File: config.mk
export PLATFORM = sky130hd
export DESIGN_NAME = host_pio_dma
export DESIGN_NICKNAME = d
export VERILOG_FILES = /design/src/rtl/pio_pkg.sv /design/src/rtl/pio_regmap.sv /design/src/rtl/pio_addr_step.sv /design/src/rtl/pio_flag_pins.sv /design/src/rtl/host_pio_dma.sv
export SDC_FILE = /design/constraint.sdc
export NUM_CORES = 1
export LEC_CHECK = 0
export BUFFER_PORTS_ARGS = -buffer_cell sky130_fd_sc_hd__buf_2
export CAP_MARGIN = 30
export CORE_MARGIN = 5
export CORE_UTILIZATION = 58
export DETAILED_ROUTE_END_ITERATION = 10
export PLACE_DENSITY = 0.8
export SLEW_MARGIN = 10
export SYNTH_ARGS = -nofsm -noshare
export SYNTH_HDL_FRONTEND = slang
export SYNTH_HIERARCHICAL = 1
export SYNTH_SLANG_ARGS = --single-unit
export TNS_END_PERCENT = 1
File: constraint.sdc
create_clock -name clk -period 3.9 [get_ports clk]
set_input_delay 0.39 -clock clk [delete_from_list [all_inputs] [get_ports clk]]
set_output_delay 0.39 -clock clk [all_outputs]
set_load 0.1 [all_outputs]
File: src/rtl/pio_pkg.sv
package pio_pkg;

    typedef enum logic [3:0] {
        RG_PTR, RG_EXT, RG_DAT, RG_DAT2, RG_EMASK, RG_ESTAT, RG_CTRL, RG_IRQ, RG_NONE
    } reg_e;

    typedef enum logic [1:0] {
        LN_LO, LN_HI, LN_FULL
    } lane_e;

    typedef struct packed {
        reg_e  id;
        lane_e lane;
    } slot_t;

    // control register bit positions
    localparam int CB_RUN   = 0;
    localparam int CB_MAP   = 1;
    localparam int CB_ENI   = 2;
    localparam int CB_DMA   = 3;
    localparam int CB_AUTO  = 4;
    localparam int CB_DFULL = 5;
    localparam int CB_IFULL = 6;
    localparam int CB_WIDE  = 8;
    localparam int CB_PORT  = 9;

    localparam logic [15:0] CTRL_RST  = 16'h0001;
    localparam logic [15:0] EMASK_RST = 16'hFFFF;

    function automatic slot_t mk(input reg_e id, input lane_e lane);
        slot_t s;
        s.id   = id;
        s.lane = lane;
        return s;
    endfunction

    function automatic slot_t pio_decode(input logic [1:0] mode, input logic [3:0] sel);
        slot_t s;
        s = mk(RG_NONE, LN_FULL);
        if (mode == 2'd0 || mode == 2'd1) begin
            if (!sel[3]) begin
                case (sel[2:0])
                    3'd0: s = mk(RG_PTR, LN_LO);
                    3'd1: s = mk(RG_PTR, LN_HI);
                    3'd2: s = mk(RG_DAT, LN_LO);
                    3'd3: s = mk(RG_DAT, LN_HI);
                    3'd4: s = mk(RG_EMASK, LN_LO);
                    3'd5: s = mk(RG_EMASK, LN_HI);
                    3'd6: s = mk(RG_ESTAT, LN_LO);
                    default: s = mk(RG_CTRL, LN_LO);
                endcase
            end else if (mode == 2'd0) begin
                s = mk(RG_IRQ, LN_HI);
            end else begin
                case (sel[2:0])
                    3'd0: s = mk(RG_IRQ, LN_LO);
                    3'd1: s = mk(RG_IRQ, LN_HI);
                    3'd2: s = mk(RG_CTRL, LN_HI);
                    3'd3: s = mk(RG_EXT, LN_LO);
                    3'd4: s = mk(RG_DAT2, LN_LO);
                    3'd5: s = mk(RG_DAT2, LN_HI);
                    default: s = mk(RG_NONE, LN_FULL);
                endcase
            end
        end else if (mode == 2'd3) begin
            case (sel)
                4'd0:  s = mk(RG_PTR, LN_FULL);
                4'd2:  s = mk(RG_DAT, LN_FULL);
                4'd4:  s = mk(RG_EMASK, LN_FULL);
                4'd6:  s = mk(RG_ESTAT, LN_LO);
                4'd7:  s = mk(RG_CTRL, LN_FULL);
                4'd8:  s = mk(RG_IRQ, LN_FULL);
                4'd11: s = mk(RG_EXT, LN_LO);
                4'd12: s = mk(RG_DAT2, LN_FULL);
                default: s = mk(RG_NONE, LN_FULL);
            endcase
        end
        return s;
    endfunction

    // byte data travels on bits 7:0 of the host bus in the narrow lanes
    function automatic logic [15:0] lane_merge(input logic [15:0] old, input logic [15:0] wd,
                                               input lane_e lane);
        case (lane)
            LN_LO:   return {old[15:8], wd[7:0]};
            LN_HI:   return {wd[7:0], old[7:0]};
            default: return wd;
        endcase
    endfunction

    function automatic logic [15:0] lane_pick(input logic [15:0] v, input lane_e lane);
        case (lane)
            LN_LO:   return {8'h00, v[7:0]};
            LN_HI:   return {8'h00, v[15:8]};
            default: return v;
        endcase
    endfunction

endpackage

File: src/rtl/pio_regmap.sv
module pio_regmap
    import pio_pkg::*;
#(
    parameter int EXT_W = 8,
    parameter int ST_W  = 8
) (
    input  logic [1:0]       mode,
    input  logic [3:0]       sel,
    input  logic [15:0]      ptr,
    input  logic [EXT_W-1:0] ext,
    input  logic [15:0]      dat,
    input  logic [15:0]      dat2,
    input  logic [15:0]      emask,
    input  logic [ST_W-1:0]  estat,
    input  logic [15:0]      ctrl,
    input  logic [15:0]      irq,
    output slot_t            slot,
    output logic [15:0]      rdata
);
    localparam logic [15:0] NONE_NARROW = 16'h00FF;
    localparam logic [15:0] NONE_WIDE   = 16'hFFFF;

    logic [15:0] raw;

    assign slot = pio_decode(mode, sel);

    always_comb begin
        case (slot.id)
            RG_PTR:   raw = ptr | 16'h0001;
            RG_EXT:   raw = 16'(ext);
            RG_DAT:   raw = dat;
            RG_DAT2:  raw = dat2;
            RG_EMASK: raw = emask;
            RG_ESTAT: raw = 16'(estat);
            RG_CTRL:  raw = ctrl;
            RG_IRQ:   raw = irq;
            default:  raw = '0;
        endcase
        if (slot.id == RG_NONE)
            rdata = (mode == 2'd3) ? NONE_WIDE : NONE_NARROW;
        else
            rdata = lane_pick(raw, slot.lane);
    end

endmodule

File: src/rtl/pio_addr_step.sv
module pio_addr_step #(
    parameter int PTR_W = 16,
    parameter int EXT_W = 8,
    localparam int ADDR_W = PTR_W + EXT_W
) (
    input  logic [PTR_W-1:0]  ptr,
    input  logic [EXT_W-1:0]  ext,
    input  logic              wide,
    output logic [ADDR_W-1:0] addr,
    output logic [PTR_W-1:0]  ptr_next,
    output logic [EXT_W-1:0]  ext_next
);
    logic [ADDR_W-1:0] raw;
    logic [PTR_W:0]    sum;

    assign raw  = {ext, ptr};
    assign addr = wide ? {raw[ADDR_W-1:2], 2'b00} : {raw[ADDR_W-1:1], 1'b0};

    assign sum      = {1'b0, ptr} + (wide ? (PTR_W+1)'(4) : (PTR_W+1)'(2));
    assign ptr_next = sum[PTR_W-1:0];
    assign ext_next = ext + EXT_W'(sum[PTR_W]);

endmodule

File: src/rtl/pio_flag_pins.sv
module pio_flag_pins #(
    parameter int N = 2
) (
    input  logic         clk,
    input  logic         rst,
    input  logic         upd,
    input  logic         en,
    input  logic [N-1:0] flags,
    output logic [N-1:0] pins,
    output logic         chg
);
    always_ff @(posedge clk) begin
        if (rst) begin
            pins <= '0;
            chg  <= 1'b0;
        end else begin
            chg <= 1'b0;
            if (upd && en && flags != pins) begin
                pins <= flags;
                chg  <= 1'b1;
            end
        end
    end

    // a notification always marks a real change of the pins
    p_chg_real_r12: assert property (@(posedge clk) disable iff (rst)
        chg |-> pins != $past(pins));

    // pins move only after an update event
    p_pins_quiet_r12: assert property (@(posedge clk) disable iff (rst)
        !upd |=> $stable(pins));

endmodule

File: src/rtl/host_pio_dma.sv
module host_pio_dma
    import pio_pkg::*;
#(
    parameter int ADDR_W = 24,
    localparam int PTR_W = 16,
    localparam int EXT_W = ADDR_W - PTR_W,
    localparam int ST_W  = 8
) (
    input  logic              clk,
    input  logic              rst,
    input  logic [3:0]        host_sel,
    input  logic              host_wr,
    input  logic              host_rd,
    input  logic [15:0]       host_wdata,
    output logic [15:0]       host_rdata,
    output logic              host_busy,
    output logic              mem_req,
    output logic              mem_we,
    output logic              mem_word,
    output logic [ADDR_W-1:0] mem_addr,
    output logic [31:0]       mem_wdata,
    input  logic [31:0]       mem_rdata,
    input  logic              mem_ack,
    output logic [1:0]        flag_pins,
    output logic              pins_chg,
    output logic              core_run
);
    logic [PTR_W-1:0] ptr_q, ptr_d;
    logic [EXT_W-1:0] ext_q, ext_d;
    logic [15:0]      dat_q, dat_d, dat2_q, dat2_d;
    logic [15:0]      emask_q, emask_d, ctrl_q, ctrl_d, irq_q, irq_d;
    logic [ST_W-1:0]  estat_q, estat_d;
    logic             busy_q, busy_d, op_load_q, op_load_d, op_pins_q, op_pins_d;
    logic             pin_upd;

    slot_t            slot;
    logic [1:0]       mode;
    logic [PTR_W-1:0] ptr_step;
    logic [EXT_W-1:0] ext_step;
    logic             complete, low_touch;
    logic [15:0]      tmp;

    assign mode = {ctrl_q[CB_PORT], ctrl_q[CB_MAP]};

    pio_regmap #(.EXT_W(EXT_W), .ST_W(ST_W)) u_map (
        .mode(mode), .sel(host_sel), .ptr(ptr_q), .ext(ext_q), .dat(dat_q), .dat2(dat2_q),
        .emask(emask_q), .estat(estat_q), .ctrl(ctrl_q), .irq(irq_q),
        .slot(slot), .rdata(host_rdata)
    );

    pio_addr_step #(.PTR_W(PTR_W), .EXT_W(EXT_W)) u_step (
        .ptr(ptr_q), .ext(ext_q), .wide(ctrl_q[CB_WIDE]),
        .addr(mem_addr), .ptr_next(ptr_step), .ext_next(ext_step)
    );

    pio_flag_pins #(.N(2)) u_pins (
        .clk(clk), .rst(rst), .upd(pin_upd), .en(ctrl_d[CB_ENI]),
        .flags({ctrl_d[CB_IFULL], ctrl_d[CB_DFULL]}),
        .pins(flag_pins), .chg(pins_chg)
    );

    assign complete  = (slot.lane != LN_LO);
    assign low_touch = (slot.lane != LN_HI);

    always_comb begin
        ptr_d     = ptr_q;
        ext_d     = ext_q;
        dat_d     = dat_q;
        dat2_d    = dat2_q;
        emask_d   = emask_q;
        estat_d   = estat_q;
        ctrl_d    = ctrl_q;
        irq_d     = irq_q;
        busy_d    = busy_q;
        op_load_d = op_load_q;
        op_pins_d = op_pins_q;
        pin_upd   = 1'b0;
        tmp       = '0;
        if (!busy_q) begin
            if (host_wr) begin
                case (slot.id)
                    RG_PTR: begin
                        ptr_d = lane_merge(ptr_q, host_wdata, slot.lane);
                        if (complete && ctrl_q[CB_DMA]) begin
                            busy_d    = 1'b1;
                            op_load_d = 1'b1;
                            op_pins_d = 1'b0;
                        end
                    end
                    RG_EXT: begin
                        tmp   = lane_merge(16'(ext_q), host_wdata, slot.lane);
                        ext_d = tmp[EXT_W-1:0];
                    end
                    RG_DAT: begin
                        dat_d = lane_merge(dat_q, host_wdata, slot.lane);
                        if (complete) begin
                            if (ctrl_q[CB_DMA]) begin
                                busy_d    = 1'b1;
                                op_load_d = 1'b0;
                                op_pins_d = 1'b1;
                            end else begin
                                if (ctrl_q[CB_AUTO]) begin
                                    ptr_d = ptr_step;
                                    ext_d = ext_step;
                                end
                                pin_upd = 1'b1;
                            end
                        end
                    end
                    RG_DAT2:  dat2_d  = lane_merge(dat2_q, host_wdata, slot.lane);
                    RG_EMASK: emask_d = lane_merge(emask_q, host_wdata, slot.lane);
                    RG_ESTAT: begin
                        tmp     = lane_merge(16'(estat_q), host_wdata, slot.lane);
                        estat_d = tmp[ST_W-1:0];
                    end
                    RG_CTRL: begin
                        tmp = lane_merge(ctrl_q, host_wdata, slot.lane);
                        tmp[CB_IFULL:CB_DFULL] = ctrl_q[CB_IFULL:CB_DFULL];
                        if (!ctrl_q[CB_RUN] && tmp[CB_RUN]) begin
                            ctrl_d  = CTRL_RST;
                            emask_d = EMASK_RST;
                            estat_d = '0;
                        end else begin
                            ctrl_d = tmp;
                        end
                    end
                    RG_IRQ: begin
                        irq_d = lane_merge(irq_q, host_wdata, slot.lane);
                        if (complete) begin
                            ctrl_d[CB_IFULL] = 1'b1;
                            pin_upd          = 1'b1;
                        end
                    end
                    default: ;
                endcase
            end else if (host_rd) begin
                case (slot.id)
                    RG_DAT: begin
                        if (low_touch && ctrl_q[CB_AUTO]) begin
                            ptr_d = ptr_step;
                            ext_d = ext_step;
                        end
                        if (complete) begin
                            if (ctrl_q[CB_DMA]) begin
                                busy_d    = 1'b1;
                                op_load_d = 1'b1;
                                op_pins_d = 1'b1;
                            end else begin
                                pin_upd = 1'b1;
                            end
                        end
                    end
                    RG_IRQ: begin
                        if (complete) begin
                            ctrl_d[CB_IFULL] = 1'b0;
                            pin_upd          = 1'b1;
                        end
                    end
                    default: ;
                endcase
            end
        end else if (mem_ack) begin
            busy_d = 1'b0;
            if (op_load_q) begin
                if (ctrl_q[CB_WIDE]) begin
                    dat_d  = mem_rdata[31:16];
                    dat2_d = mem_rdata[15:0];
                end else begin
                    dat_d = mem_rdata[15:0];
                end
                ctrl_d[CB_DFULL] = 1'b1;
                pin_upd          = op_pins_q;
            end else begin
                ctrl_d[CB_DFULL] = 1'b0;
                if (ctrl_q[CB_AUTO]) begin
                    ptr_d = ptr_step;
                    ext_d = ext_step;
                end
                pin_upd = 1'b1;
            end
        end
    end

    always_ff @(posedge clk) begin
        if (rst) begin
            ptr_q     <= '0;
            ext_q     <= '0;
            dat_q     <= '0;
            dat2_q    <= '0;
            emask_q   <= EMASK_RST;
            estat_q   <= '0;
            ctrl_q    <= CTRL_RST;
            irq_q     <= '0;
            busy_q    <= 1'b0;
            op_load_q <= 1'b0;
            op_pins_q <= 1'b0;
        end else begin
            ptr_q     <= ptr_d;
            ext_q     <= ext_d;
            dat_q     <= dat_d;
            dat2_q    <= dat2_d;
            emask_q   <= emask_d;
            estat_q   <= estat_d;
            ctrl_q    <= ctrl_d;
            irq_q     <= irq_d;
            busy_q    <= busy_d;
            op_load_q <= op_load_d;
            op_pins_q <= op_pins_d;
        end
    end

    assign host_busy = busy_q;
    assign mem_req   = busy_q;
    assign mem_we    = !op_load_q;
    assign mem_word  = ctrl_q[CB_WIDE];
    assign mem_wdata = ctrl_q[CB_WIDE] ? {dat_q, dat2_q} : {16'h0000, dat_q};
    assign core_run  = ctrl_q[CB_RUN];

    // an open request holds its address and kind until acknowledged
    p_req_hold_r14: assert property (@(posedge clk) disable iff (rst)
        mem_req && !mem_ack |=> mem_req && $stable(mem_addr) && $stable(mem_we) && $stable(mem_word));

    // requested addresses are aligned to the transfer size
    p_align_r6: assert property (@(posedge clk) disable iff (rst)
        mem_req |-> (mem_word ? (mem_addr[1:0] == 2'b00) : !mem_addr[0]));

    // a finished load leaves the data-full flag set
    p_load_full_r6: assert property (@(posedge clk) disable iff (rst)
        mem_req && mem_ack && !mem_we |=> ctrl_q[CB_DFULL]);

    // a finished store leaves the data-full flag clear
    p_store_empty_r7: assert property (@(posedge clk) disable iff (rst)
        mem_req && mem_ack && mem_we |=> !ctrl_q[CB_DFULL]);

    // host control writes keep both exchange flags while running
    p_flags_kept_r11: assert property (@(posedge clk) disable iff (rst)
        !busy_q && host_wr && slot.id == RG_CTRL && ctrl_q[CB_RUN]
        |=> ctrl_q[CB_IFULL:CB_DFULL] == $past(ctrl_q[CB_IFULL:CB_DFULL]));

endmodule

==> results.yml <==
outcome:
  status: "completed"
routing:
  dr.pass1.iters: 5
  drt_iter0_drc: 902
  avgRoutedWirePerCell_um: 21.0
  vias: 8370
  final_antenna_net_count: 0
  drcViolationCount: 0
  vias_per_cell: 6.44
  routed_wirelength_mm: 27.3
finish:
  nets: 1174
  drive_gt1_frac: 0.238
  fin_area_um2: 9710
  syn2layout_area_growth_pct: 18.9
  n_antenna_cell: 0
timing:
  setup_violations: 0
  fin_setup_tns_ns: 0
  rsz0062_at_grt: "false"
  max_freq_mhz: 270
  fin_crit_ns: 3.71
  max_slew_margin: 0.516
  hold_violations: 0
  clock_skew_ns: 0.00698
  finalWorstSetupSlack_ns: 0.190
  final-max-slew-violation-count: 0
  fin_crit_sh: 0.951
  tightest_slew_ns: 0.718
power_and_ir_drop:
  power.density_nw_per_um2: 376
  fin_total_pwr_mw: 3.66
  power_leakage_nw: 4.15
  vdd_drop_max_v: 0.000245
setup_path:
  crit_path_start_kind: "input pin"
  crit_arrival_ns: 3.32
  critical_path_class: "input pin to output pin"
  critPathRequiredTime_ns: 3.51
  cp-end-kind: "output pin"
  crit_fanout: 27
floorplanning:
  coreArea_um2: 13800
  die_w_um: 129
  die_h_um: 129
  initial_core_util: 0.591
  die_area_um2: 16600
  placementRows: 43
  pin_count: 137
place:
  gp_congestion: 0.986
  portBuffers: 135
  hpwlAfterDp_mm: 19.8
  detailedPlace.worstSlack_ns: 0.270
  place_area_um2: 9100
cts:
  clk_pin_slew_worst_paths_ns: 0.05
  clk_latency_ns: 0.42
  cts_tree: "yes"
  htree_num_levels: 4
  cts_num_sinks: 117
  cts_resized: 0
  cts_buffer_depth: 2
  cts_hold_buffers: 0
  clockRootBuffer: "clkbuf_16"
  postCtsSetupBuffers: 0
  cts_buffers: 17
logic_synthesis:
  syn_area_um2: 8170
  synthCells: 1015
  syn-num-nets: 1082
  syn-mean-instance-area_um2: 8.05
  ys_warn_count: 6
global_route:
  grt_antenna_before_repair: 0
  grtUsageTotal: 0.323
  grt_first_pass_wirelength_mm: 41.9
  gr-total-overflow: 0
  grt_max_degree: 109
  grt_pass1_vias: 7691
hold_path:
  hold_class: "input pin to flop"
run:
  cap_violations: 0
[state kept, by name, indices dropped and copies added, names as in the netlist]
| name | cells |
|---|---|
| ctrl_q | 16 |
| dat2_q | 16 |
| dat_q | 16 |
| emask_q | 16 |
| estat_q | 8 |
| ext_q | 8 |
| host_busy | 1 |
| irq_q | 16 |
| op_load_q | 1 |
| op_pins_q | 1 |
| ptr_q | 15 |
| u_pins/chg | 1 |
| u_pins/pins | 2 |
[power by group]
part,internal (mW),switching (mW),leakage (nW)
sequential,1.23,0.0289,0.948
clock,0.950,0.574,0.267
combinational,0.293,0.585,2.94
total,2.47,1.19,4.15
[layout by cell type (no fill, tap or decap), types with 16 or more instances in the layout]
cell / count
o32ai_1: 17
mux2_2: 32
and2_1: 17
mux2i_1: 91
a211oi_1: 19
buf_2: 119
nand3_1: 41
inv_1: 17
nand2_1: 87
nand2b_1: 33
dfxtp_1: 113
nor3_1: 16
a21oi_1: 47
a31oi_1: 16
nor2_1: 124
a22oi_1: 28
clkbuf_16: 17
buf_12: 17
buf_4: 34
o21ai_0: 28
[path summary, 6_finish.rpt]
| check | start | endpoint | slack, ns | cells past startpoint |
|---|---|---|---|---|
| worst min register to register | ctrl_q[7] | ctrl_q[7] | 0.48 | 2 |
| worst max-delay path | host_sel[0] | host_rdata[6] | 0.19 | 12 |
| worst min-delay path | mem_ack | host_busy | 0.29 | 4 |
| worst max register to register | ctrl_q[1] | u_pins/pins[0] | 0.57 | 11 |
[layer usage]
layer  vias to the layer above  GRT usage  part of all wire
met2                       522      0.523              0.47
li1                       3854          -                 -
met1                      3906      0.411              0.38
met4                         0      0.150             0.043
met5                         -          0                 0
met3                        88     0.0697              0.11
[worst max-delay path: stages]
cell       delay, ns
buf_2           0.13
inv_1           0.08
ha_1            0.27
nor2b_1         0.22
o21ai_0         0.17
o22ai_4         0.52
buf_12          0.28
mux2i_1         0.24
mux2i_1         0.12
a22oi_1         0.40
o2111ai_1       0.26
buf_12          0.23
[final cells by class]
cell class | count | area, um^2
clock buffer | 19 | 443
fill | 1126 | 4120
sequential | 117 | 2350
multi-input combinational | 779 | 5270
inverter | 21 | 78.8
timing repair buffer | 171 | 1220
clock inverter | 13 | 134
tap | 180 | 225
[through the flow]
stage | std cells | hold slack, ns | util
finish | 1300 | 0.294 | 0.702
global route | 1300 | 0.310 | 0.702
CTS | 1299 | 0.286 | 0.700
detailed placement | 1267 | 0.469 | 0.658
global placement | 1266 | 0.460 | 0.658
floorplan | 1015 | 0.432 | -
Note: power is estimated with default switching activity, not from simulation.
